==> config.mk <==
export PLATFORM = sky130hd
export DESIGN_NAME = uart_irq_ident
export DESIGN_NICKNAME = d
export VERILOG_FILES = /design/src/rtl/uart_irq_pkg.sv /design/src/rtl/uart_irq_thre_latch.sv /design/src/rtl/uart_irq_prio_enc.sv /design/src/rtl/uart_irq_out_reg.sv /design/src/rtl/uart_irq_ident.sv
export SDC_FILE = /design/constraint.sdc
export NUM_CORES = 1
export LEC_CHECK = 0
export BUFFER_PORTS_ARGS = -buffer_cell sky130_fd_sc_hd__buf_2
export CORE_AREA = 2 2 39 41
export DETAILED_ROUTE_END_ITERATION = 8
export DIE_AREA = 0 0 41 43
export PLACE_DENSITY_LB_ADDON = 0.08
export SLEW_MARGIN = 20
export SYNTH_ARGS = -nofsm -noshare
export SYNTH_HDL_FRONTEND = slang
export SYNTH_SLANG_ARGS = --single-unit
==> constraint.sdc <==
create_clock -name clk -period 1.9 [get_ports clk]
set_input_delay 0.19 -clock clk [delete_from_list [all_inputs] [get_ports clk]]
set_output_delay 0.19 -clock clk [all_outputs]
set_load 0.05 [all_outputs]
==> src/rtl/uart_irq_pkg.sv <==
package uart_irq_pkg;

  localparam int NUM_CLASS = 4;
  localparam int IDENT_W   = 8;

  // Enable bit positions inside ier
  localparam int EN_RXDATA = 0;
  localparam int EN_THRE   = 1;
  localparam int EN_LINE   = 2;
  localparam int EN_MODEM  = 3;

  typedef enum logic [3:0] {
    ID_LINE    = 4'b0110,
    ID_RXDATA  = 4'b0100,
    ID_TIMEOUT = 4'b1100,
    ID_THRE    = 4'b0010,
    ID_MODEM   = 4'b0000,
    ID_NONE    = 4'b0001
  } iid_code_e;

  // Priority rank (0 = highest) to enable bit position
  function automatic int rank_enable_bit(int rank);
    case (rank)
      0:       return EN_LINE;
      1:       return EN_RXDATA;
      2:       return EN_THRE;
      default: return EN_MODEM;
    endcase
  endfunction

  // Priority rank to reported code
  function automatic iid_code_e rank_code(int rank, logic tmo);
    case (rank)
      0:       return ID_LINE;
      1:       return tmo ? ID_TIMEOUT : ID_RXDATA;
      2:       return ID_THRE;
      default: return ID_MODEM;
    endcase
  endfunction

  // Assemble the full identification byte
  function automatic logic [IDENT_W-1:0] pack_ident(iid_code_e code, logic fifo);
    return {{2{fifo}}, 2'b00, code};
  endfunction

endpackage

==> src/rtl/uart_irq_thre_latch.sv <==
module uart_irq_thre_latch (
  input  logic clk,
  input  logic rst_n,
  input  logic set_evt,
  input  logic wr_clr,
  input  logic rd_clr,
  output logic pend
);

  always_ff @(posedge clk or negedge rst_n) begin
    if (!rst_n)                pend <= 1'b0;
    else if (set_evt)          pend <= 1'b1;
    else if (wr_clr || rd_clr) pend <= 1'b0;
  end

  AST_THRE_SET: assert property (@(posedge clk) disable iff (!rst_n)
    set_evt |=> pend);
  AST_THRE_CLEAR: assert property (@(posedge clk) disable iff (!rst_n)
    (!set_evt && (wr_clr || rd_clr)) |=> !pend);

endmodule

==> src/rtl/uart_irq_prio_enc.sv <==
module uart_irq_prio_enc
  import uart_irq_pkg::*;
#(
  parameter int N = NUM_CLASS
) (
  input  logic [N-1:0] active,
  input  logic         tmo_sel,
  output iid_code_e    code
);

  // Walk from lowest to highest priority so the highest one wins
  always_comb begin
    code = ID_NONE;
    for (int r = N - 1; r >= 0; r--) begin
      if (active[r]) code = rank_code(r, tmo_sel);
    end
  end

endmodule

==> src/rtl/uart_irq_out_reg.sv <==
module uart_irq_out_reg
  import uart_irq_pkg::*;
(
  input  logic               clk,
  input  logic               rst_n,
  input  iid_code_e          code,
  input  logic               fifo_mode,
  output logic [IDENT_W-1:0] ident_q,
  output logic               irq_q
);

  always_ff @(posedge clk or negedge rst_n) begin
    if (!rst_n) begin
      ident_q <= pack_ident(ID_NONE, 1'b0);
      irq_q   <= 1'b0;
    end else begin
      ident_q <= pack_ident(code, fifo_mode);
      irq_q   <= (code != ID_NONE);
    end
  end

endmodule

==> src/rtl/uart_irq_ident.sv <==
module uart_irq_ident
  import uart_irq_pkg::*;
(
  input  logic                 clk,
  input  logic                 rst_n,
  input  logic                 line_status,
  input  logic                 rx_ready,
  input  logic                 rx_timeout,
  input  logic                 thr_empty_evt,
  input  logic                 modem_status,
  input  logic [NUM_CLASS-1:0] ier,
  input  logic                 fifo_mode,
  input  logic                 ident_rd,
  input  logic                 thr_write,
  output logic                 irq,
  output logic [IDENT_W-1:0]   ident
);

  logic                 thre_pend;
  logic                 tmo_sel;
  logic                 thre_reported;
  logic [NUM_CLASS-1:0] raw_by_rank;
  logic [NUM_CLASS-1:0] active_by_rank;
  iid_code_e            next_code;

  // Time-out counts only in FIFO mode
  assign tmo_sel       = fifo_mode && rx_timeout;
  assign thre_reported = (ident[3:0] == ID_THRE);

  assign raw_by_rank[0] = line_status;
  assign raw_by_rank[1] = rx_ready || tmo_sel;
  assign raw_by_rank[2] = thre_pend;
  assign raw_by_rank[3] = modem_status;

  for (genvar r = 0; r < NUM_CLASS; r++) begin : g_gate
    assign active_by_rank[r] = raw_by_rank[r] && ier[rank_enable_bit(r)];
  end

  uart_irq_thre_latch u_thre (
    .clk     (clk),
    .rst_n   (rst_n),
    .set_evt (thr_empty_evt),
    .wr_clr  (thr_write),
    .rd_clr  (ident_rd && thre_reported),
    .pend    (thre_pend)
  );

  uart_irq_prio_enc #(.N(NUM_CLASS)) u_enc (
    .active  (active_by_rank),
    .tmo_sel (tmo_sel),
    .code    (next_code)
  );

  uart_irq_out_reg u_out (
    .clk       (clk),
    .rst_n     (rst_n),
    .code      (next_code),
    .fifo_mode (fifo_mode),
    .ident_q   (ident),
    .irq_q     (irq)
  );

  AST_IRQ_LEVEL: assert property (@(posedge clk) disable iff (!rst_n)
    irq == !ident[0]);
  AST_RSVD_ZERO: assert property (@(posedge clk) disable iff (!rst_n)
    ident[5:4] == 2'b00);
  AST_FIFO_FLAGS_ON: assert property (@(posedge clk) disable iff (!rst_n)
    fifo_mode |=> ident[7:6] == 2'b11);
  AST_FIFO_FLAGS_OFF: assert property (@(posedge clk) disable iff (!rst_n)
    !fifo_mode |=> ident[7:6] == 2'b00);
  AST_TMO_FIFO_ONLY: assert property (@(posedge clk) disable iff (!rst_n)
    ident[3] |-> (ident[7:6] == 2'b11 && ident[2]));
  AST_LINE_FIRST: assert property (@(posedge clk) disable iff (!rst_n)
    (line_status && ier[EN_LINE]) |=> ident[3:0] == ID_LINE);
  AST_IER_OFF: assert property (@(posedge clk) disable iff (!rst_n)
    (ier == '0) |=> !irq);

endmodule

==> impl_metrics.yaml, run 1 <==
route:
  detail_route.wirelength_um: 656
  drt-pass1-iter-count: 4
  postRouteAntennaNets: 0
  drcViolationCount: 0
  route.vias.total: 270
  drt_iter0_drc: 2
  avgRoutedWirePerCell_um: 9.94
  post_drt_via_cell_ratio: 4.09
setup_path:
  gate_family_responsible_for_the_most_delay_along_the_worst_path: "flip-flops"
  critical_path_buf_inv_count: 1
  critical_path_data_arrival_time_ns: 1.02
  crit_path_category: "reg2out"
  cp_num_cells: 1
  worstSetupStartpointType: "flop"
  timing.critical_path.fanout_max: 2
  library_cell_contributing_the_largest_single_delay_on_the_critical_path: "dfstp_2"
  path_cells: "buf_2"
  cp_slowest_stage_delay_ns: 0.52
  cp_data_required_time_ns: 1.71
  worstRegToRegCells: 2
  category_of_the_worst_setup_path_capture_point: "output pin"
timing:
  clock_skews_ns: 0.000697
  final_hold_viol_count: 0
  grt_setup_unrepaired: "no"
  final_critical_path_setup_slack_ns: 0.695
  final-max-slew-violation-count: 0
  fin_setup_tns_ns: 0
  period_minus_slack_ns: 1.21
  final_min_period_over_clock_period_pct: 63.4
  fmax_mhz: 830
  setup_viol: 0
placement:
  io_buffers: 20
  placed_wire_length_estimate_after_detailed_placement_um: 598
  dp_slack_ns: 0.804
  gp_congestion: 0.706
global_routing:
  grt_max_degree: 8
  globalRouteOverflowTotal: 0
  first_global_vias: 307
  track_usage_pct: 10.0
  grt_pass1_wl_um: 1170
  grt_antenna_before_repair: 0
worst_hold_path:
  min-delay-path-class: "in2reg"
  holdPathStages: 1
die:
  area_of_the_core_region_mm2: 0.00138
  die_w_um: 41
  die_y_um: 43
  full_die_area_mm2: 0.00176
  initial_utilization_pct: 22.1
  floorplan.rows: 14
  num_io_pins: 23
status:
  outcome: "completed"
clock_tree:
  clkTransAtPathRegs_ns: 0.05
  clkSinkCount: 7
  cts_inserted_buffers: 3
  cts_tree: "yes"
  postcts_setup_bufs: 0
  h-tree-depth: 1
  clock_tree.root_cell: "clkbuf_4"
  clock_tree.buffer_depth: 2
  insertion_delay_ns: 0.24
  post_cts_resized: 0
finish:
  n_fill_cell: 156
  drive_gt1_share_pct: 48.0
  antenna_cells_inserted: 0
  nNetsFinal: 65
  syn_to_final_growth_pct: 45.1
power_and_ir_drop:
  power_frac_clock_pct: 32.4
  p_sw_share_pct: 31.1
  seq_power_share_pct: 42.7
  pwr_density_cell_mw_per_mm2: 888
  report.power.total_uw: 393
  share_comb_of_total_power_pct: 24.9
  vdd_drop_max_v: 0.000207
  power_report.internal_total_uw: 271
  leakage_nw: 0.225
  power.switching_uw: 122
yosys:
  unique_masters_post_synth: 17
  syn-cell-area_um2: 305
  yosys_warnings: 0
  postSynthAreaPerCell_um2: 11.3
  sequential_element_share_of_the_synthesized_area_pct: 57.8
  synth.ff_latch_count: 7
  synth_cells: 27
job:
  max_cap_viol_count: 0
[layer usage]
layer | routed length, µm | track usage [%] | share of wire (%) | vias to the layer above
met5 | 0 | 0 | 0 | -
met1 | 260 | 11.0 | 40 | 122
met3 | 54 | 1.57 | 8.2 | 0
met4 | 0 | 8.00 | 0 | 0
li1 | - | - | - | 136
met2 | 341 | 15.9 | 52 | 12
[flip-flops by register name (all words and copies together), names as in the netlist]
| signal | flops |
|---|---|
| u_thre.pend | 1 |
| u_out.ident_q | 5 |
| u_out.irq_q | 1 |
[through the flow]
| step | std cells | util [%] | hold slack (ns) | area [µm²] |
|---|---|---|---|---|
| floorplan | 28 | - | -0.106 | 309 |
| global placement | 61 | 29.4 | 0.0301 | 407 |
| detailed placement | 61 | 29.4 | 0.0263 | 407 |
| CTS | 66 | 32.0 | 0.0821 | 443 |
| global route | 66 | 32.0 | 0.0840 | 443 |
| finish | 66 | 32.0 | 0.0872 | 443 |
[timing repair]
item	in CTS	in global routing
hold endpoints to repair	7	0
hold buffers	1	0
setup endpoints to repair	0	0
[layout by cell type, fill, tap and decap left out]
cell type,synthesis,final
and3_1,1,1
a222oi_1,1,1
a2bb2oi_1,1,1
o21ai_0,2,2
buf_2,0,20
and2_1,1,1
conb_1,1,2
clkbuf_4,0,3
clkbuf_1,0,1
o21a_1,1,1
a21oi_1,1,1
dfrtp_1,6,6
dfstp_2,1,1
o311ai_0,1,1
nor3b_1,2,2
inv_1,1,1
nor2b_1,1,1
nand2_1,2,2
dlygate4sd3_1,0,1
nand3b_1,1,1
[cell usage after synthesis]
| library cell | instances | share of area [%] |
|---|---|---|
| buf_4 | 3 | 7.4 |
| o21a_1 | 1 | 2.5 |
| conb_1 | 1 | 1.2 |
| dfrtp_1 | 6 | 49 |
| nor2b_1 | 1 | 2.1 |
| nand3b_1 | 1 | 2.5 |
| and3_1 | 1 | 2.1 |
| nor3b_1 | 2 | 4.9 |
| o21ai_0 | 2 | 3.3 |
| a222oi_1 | 1 | 3.3 |
| and2_1 | 1 | 2.1 |
| nand2_1 | 2 | 2.5 |
| dfstp_2 | 1 | 8.6 |
| a21oi_1 | 1 | 1.6 |
| o311ai_0 | 1 | 2.9 |
| inv_1 | 1 | 1.2 |
| a2bb2oi_1 | 1 | 2.9 |
[cell families (layout without fill, tap and decap cells)]
family	after synthesis	count (layout)	synth area share [%]
AOI/OAI and AO/OA	7	7	16.4
buffers and inverters	4	26	8.60
DFF	7	7	57.8
other	1	2	1.23
and+or+nand+nor	8	8	16.0
[final timing paths]
check                                       from               end  slack (ns)
worst max-delay path            u_out.ident_q[0]          ident[0]        0.69
worst min-delay path                   fifo_mode  u_out.ident_q[6]        0.09
worst max register to register       u_thre.pend       u_out.irq_q        0.82
worst min register to register  u_out.ident_q[2]       u_thre.pend        0.56
max in group asynchronous                  rst_n  u_out.ident_q[0]        1.37
min in group asynchronous                  rst_n  u_out.ident_q[2]        0.30
[layout make-up]
| cell class | count | area [µm²] | share of cell area [%] |
|---|---|---|---|
| timing repair buffer | 21 | 110 | 24.9 |
| sequential | 7 | 176 | 39.8 |
| tap | 16 | 20.0 | 4.52 |
| multi-input combinational | 17 | 106 | 24.0 |
| clock buffer | 4 | 26.3 | 5.93 |
| inverter | 1 | 3.75 | 0.847 |
[power by group through the flow]
| stage | logic, mW | clock network (mW) | registers (mW) |
|---|---|---|---|
| after floorplan | 0.0343 | 0 | 0.205 |
| after global placement | 0.0975 | 0 | 0.169 |
| after detailed placement | 0.0976 | 0 | 0.170 |
| after CTS | 0.0994 | 0.132 | 0.168 |
| after global routing | 0.106 | 0.143 | 0.169 |
| final | 0.0980 | 0.127 | 0.168 |
No activity file was read; power rests on OpenSTA's default activity.
==> run 2: changes to the inputs <==
clock period = 1.3 ns   (was 1.9 ns; I/O delays follow)
==> run 2 against run 1 <==
Cell count unchanged. Global-route usage shrank 0.31 points. Core utilization unchanged. Sequential power rose by 46%. Clock power increased by 50%. Critical path type unchanged. Largest cell class unchanged.
==> impl_metrics.yaml, run 2 (synthesized netlist as in run 1, its figures left out) <==
setup_path:
  cp_num_cells: 1
  cp_slowest_stage_delay_ns: 0.52
  library_cell_contributing_the_largest_single_delay_on_the_critical_path: "dfstp_2"
  critical_path_buf_inv_count: 1
  category_of_the_worst_setup_path_capture_point: "output pin"
  crit_path_category: "reg2out"
  cp_data_required_time_ns: 1.17
  timing.critical_path.fanout_max: 2
  path_cells: "buf_2"
  critical_path_data_arrival_time_ns: 1.02
  worstSetupStartpointType: "flop"
  gate_family_responsible_for_the_most_delay_along_the_worst_path: "flip-flops"
  worstRegToRegCells: 2
placement:
  gp_congestion: 0.703
  placed_cells: 61
  io_buffers: 20
  placed_wire_length_estimate_after_detailed_placement_um: 572
clock_tree:
  cts_inserted_buffers: 3
  clkSinkCount: 7
  insertion_delay_ns: 0.24
  clkTransAtPathRegs_ns: 0.05
  cts_tree: "yes"
  clock_tree.buffer_depth: 2
  h-tree-depth: 1
  postcts_setup_bufs: 0
  clock_tree.root_cell: "clkbuf_4"
finish:
  max_flop_register: "u_out.ident_q"
  drive_gt1_share_pct: 48.0
  post_layout_nonfiller_instances: 66
  mostFrequentLayoutCell: "buf_2"
  top_regs: "u_out.ident_q: 5 flops, u_out.irq_q: 1 flops, u_thre.pend: 1 flops"
  syn_to_final_growth_pct: 45.1
  n_fill_cell: 159
  most_frequent_cells_in_the_layout: "buf_2 (20), dfrtp_1 (6), clkbuf_4 (3)"
  largest_register_ff_count: 5
  antenna_cells_inserted: 0
  nNetsFinal: 65
global_routing:
  grt_pass1_wl_um: 1060
  grt_antenna_before_repair: 0
  track_usage_pct: 9.73
  grt_max_degree: 8
  globalRouteOverflowTotal: 0
  first_global_vias: 262
route:
  drcViolationCount: 0
  avgRoutedWirePerCell_um: 10.0
  postRouteAntennaNets: 0
  detail_route.wirelength_um: 660
  drt-pass1-iter-count: 5
  post_drt_via_cell_ratio: 4.29
  route.vias.total: 283
  drt_iter0_drc: 7
timing:
  grt_setup_unrepaired: "no"
  fin_setup_tns_ns: 0
  fmax_mhz: 871
  final_min_period_over_clock_period_pct: 88.3
  final_hold_viol_count: 0
  setup_viol: 0
  period_minus_slack_ns: 1.15
  clock_skews_ns: 0.000152
  final-max-slew-violation-count: 0
die:
  area_of_the_core_region_mm2: 0.00138
  num_io_pins: 23
  full_die_area_mm2: 0.00176
  die_w_um: 41
  initial_utilization_pct: 22.1
  die_y_um: 43
  floorplan.rows: 14
power_and_ir_drop:
  pwr_density_cell_mw_per_mm2: 1310
  power.switching_uw: 182
  vdd_drop_max_v: 0.000432
  p_sw_share_pct: 31.5
  power_frac_clock_pct: 32.9
  power_report.internal_total_uw: 397
  share_comb_of_total_power_pct: 24.6
  leakage_nw: 0.225
  seq_power_share_pct: 42.5
worst_hold_path:
  holdPathStages: 1
  min-delay-path-class: "in2reg"
job:
  max_cap_viol_count: 0
status:
  outcome: "completed"
-- run 2: repair_timing --
action                    CTS  global route
hold endpoints to repair    7             0
resized for setup           0             0
hold buffers                1             0
-- run 2: layout make-up --
cell class | instances | area, µm² | share of cell area (%)
clock buffer | 4 | 26.3 | 5.93
tap | 16 | 20.0 | 4.52
sequential | 7 | 176 | 39.8
multi-input combinational | 17 | 106 | 24.0
inverter | 1 | 3.75 | 0.847
timing repair buffer | 21 | 110 | 24.9
-- run 2: path summary, 6_finish.rpt --
check | from | to | slack [ns]
setup reg to reg | u_thre.pend | u_out.irq_q | 0.24
min in group asynchronous | rst_n | u_thre.pend | 0.24
hold / removal | fifo_mode | u_out.ident_q[6] | 0.02
hold reg to reg | u_out.ident_q[2] | u_thre.pend | 0.55
max in group asynchronous | rst_n | u_out.ident_q[0] | 0.84
setup / recovery | u_out.ident_q[0] | ident[0] | 0.15
-- run 2: power groups by stage --
stage	Sequential, mW	Clock, mW	Combinational, mW
global placement	0.248	0	0.142
finish	0.246	0.190	0.142
global route	0.248	0.216	0.154
CTS	0.246	0.197	0.144
floorplan	0.300	0	0.0502
detailed placement	0.249	0	0.142
-- run 2: stage by stage --
stage,power (mW),setup slack [ns],instance area [µm²],util (%),hold WS [ns]
2_1_floorplan,0.350,0.271,309,-,-0.166
3_3_place_gp,0.391,0.278,407,29.4,-0.0305
3_5_place_dp,0.391,0.237,407,29.4,-0.0348
4_1_cts,0.587,0.143,443,32.0,0.0144
5_1_grt,0.617,0.116,443,32.0,0.0117
6_report,0.578,0.152,443,32.0,0.0167
-- run 2: layer usage --
layer  global-route usage, %  share of wire (%)
met1                    9.60                 38
met2                    14.4                 47
met3                    1.57                8.6
met4                    12.0                5.6
met5                       0                  0
==> run 3: changes to the inputs <==
BUFFER_PORTS_ARGS = -buffer_cell sky130_fd_sc_hd__buf_4   (was -buffer_cell sky130_fd_sc_hd__buf_2)
==> run 3 against run 2 <==
Cell count is 1.5% higher. Worst setup slack worse by 0.0022 ns. Non-clock buffer count rose by 1. First-iteration DRC count down 71%. Critical path type is now in2reg. Critical endpoint is now u_out.ident_q[1]. Largest cell class unchanged. Largest power group unchanged.
==> impl_metrics.yaml, run 3 (synthesized netlist as in run 1, its figures left out) <==
power_and_ir_drop:
  leakage_nw: 0.246
  vdd_drop_max_v: 0.000325
  pwr_density_cell_mw_per_mm2: 1210
finish:
  most_frequent_cells_in_the_layout: "buf_4 (20), dfrtp_1 (6), clkbuf_4 (3)"
  antenna_cells_inserted: 0
  mostFrequentLayoutCell: "buf_4"
  post_layout_nonfiller_instances: 67
  largest_register_ff_count: 5
  nNetsFinal: 66
  syn_to_final_growth_pct: 64.8
  drive_gt1_share_pct: 47.1
  top_regs: "u_out.ident_q: 5 flops, u_out.irq_q: 1 flops, u_thre.pend: 1 flops"
  layout.core_utilization_pct: 36.3
  max_flop_register: "u_out.ident_q"
timing:
  final_critical_path_setup_slack_ns: 0.150
  clock_skews_ns: 0.00336
  final-max-slew-violation-count: 0
  whs_ns: 0.138
  setup_viol: 0
  fmax_mhz: 870
  period_minus_slack_ns: 1.15
  final_min_period_over_clock_period_pct: 88.4
  grt_setup_unrepaired: "no"
  final_hold_viol_count: 0
  fin_setup_tns_ns: 0
placement:
  gp_congestion: 0.733
  dp_slack_ns: 0.226
  io_buffers: 20
  placed_wire_length_estimate_after_detailed_placement_um: 595
  placed_cells: 61
job:
  max_cap_viol_count: 0
clock_tree:
  clkSinkCount: 7
  cts_inserted_buffers: 3
  h-tree-depth: 1
  postcts_setup_bufs: 0
  insertion_delay_ns: 0.25
  clock_tree.root_cell: "clkbuf_4"
  post_cts_resized: 0
  clkTransAtPathRegs_ns: 0.05
  cts_tree: "yes"
  clock_tree.buffer_depth: 2
die:
  num_io_pins: 23
  die_w_um: 41
  floorplan.rows: 14
  full_die_area_mm2: 0.00176
  die_y_um: 43
  area_of_the_core_region_mm2: 0.00138
  initial_utilization_pct: 22.1
setup_path:
  category_of_the_worst_setup_path_capture_point: "flop"
  worstSetupStartpointType: "primary input"
  crit_path_category: "in2reg"
  gate_family_responsible_for_the_most_delay_along_the_worst_path: "buffers and inverters"
  path_cells: "dlygate4sd3_1 -> buf_4 -> and2_1 -> o311ai_0"
  critical_path_data_arrival_time_ns: 1.28
  timing.critical_path.fanout_max: 3
  cp_slowest_stage_delay_ns: 0.53
  critical_path_buf_inv_count: 2
  cp_data_required_time_ns: 1.43
  library_cell_contributing_the_largest_single_delay_on_the_critical_path: "dlygate4sd3_1"
route:
  detail_route.wirelength_um: 695
  postRouteAntennaNets: 0
  drcViolationCount: 0
  avgRoutedWirePerCell_um: 10.4
  drt_iter0_drc: 2
  route.vias.total: 284
  drt-pass1-iter-count: 4
  post_drt_via_cell_ratio: 4.24
global_routing:
  grt_pass1_wl_um: 1290
  globalRouteOverflowTotal: 0
  grt_max_degree: 8
  grt_antenna_before_repair: 0
  track_usage_pct: 11.7
  first_global_vias: 316
status:
  outcome: "completed"
worst_hold_path:
  min-delay-path-class: "in2reg"
[run 3: cell types whose count changed in the layout (fill, tap and decap cells not counted)]
cell           before  now
buf_4               0   20
buf_2              20    0
dlygate4sd3_1       1    2
[run 3: final timing paths]
kind	end	cells past startpoint	startpoint	slack (ns)
max	u_out.ident_q[1]	4	fifo_mode	0.15
min	u_out.ident_q[2]	3	ier[2]	0.14
max reg2reg	u_out.irq_q	2	u_thre.pend	0.23
min reg2reg	u_thre.pend	2	u_out.ident_q[2]	0.57
max in group asynchronous	u_out.ident_q[0]	2	rst_n	0.87
min in group asynchronous	u_out.ident_q[1]	2	rst_n	0.22
[run 3: worst min-delay path: cells and delay by family]
family | cells | cell delay [ns]
buf+inv | 1 | 0.08
compound gates | 1 | 0.08
simple gates | 1 | 0.06
[run 3: what timing repair did]
action	CTS	global route
endpoints found under the setup margin	0	0
endpoints found under the hold margin	8	0
hold buffers	2	0
[run 3: final cells by class]
cell class | count | area (µm²)
clock buffer | 4 | 26.3
fill | 143 | 881
inverter | 1 | 3.75
multi-input combinational | 17 | 106
sequential | 7 | 176
tap | 16 | 20.0
timing repair buffer | 22 | 170
[run 3: per-stage QoR]
stage	total power [mW]	cell area (µm²)
2_1_floorplan	0.350	309
3_3_place_gp	0.412	457
3_5_place_dp	0.413	457
4_1_cts	0.622	503
5_1_grt	0.648	503
6_report	0.609	503
[run 3: power breakdown]
part / internal [mW] / switching, mW
clock: 0.117 / 0.0793
sequential: 0.237 / 0.00957
combinational: 0.0648 / 0.101
[run 3: layer usage]
metal  share of wire (%)  GRT usage [%]
met5                   0              0
met4                 2.7           12.0
met3                 7.2           3.14
met2                  49           15.3
met1                  40           14.0
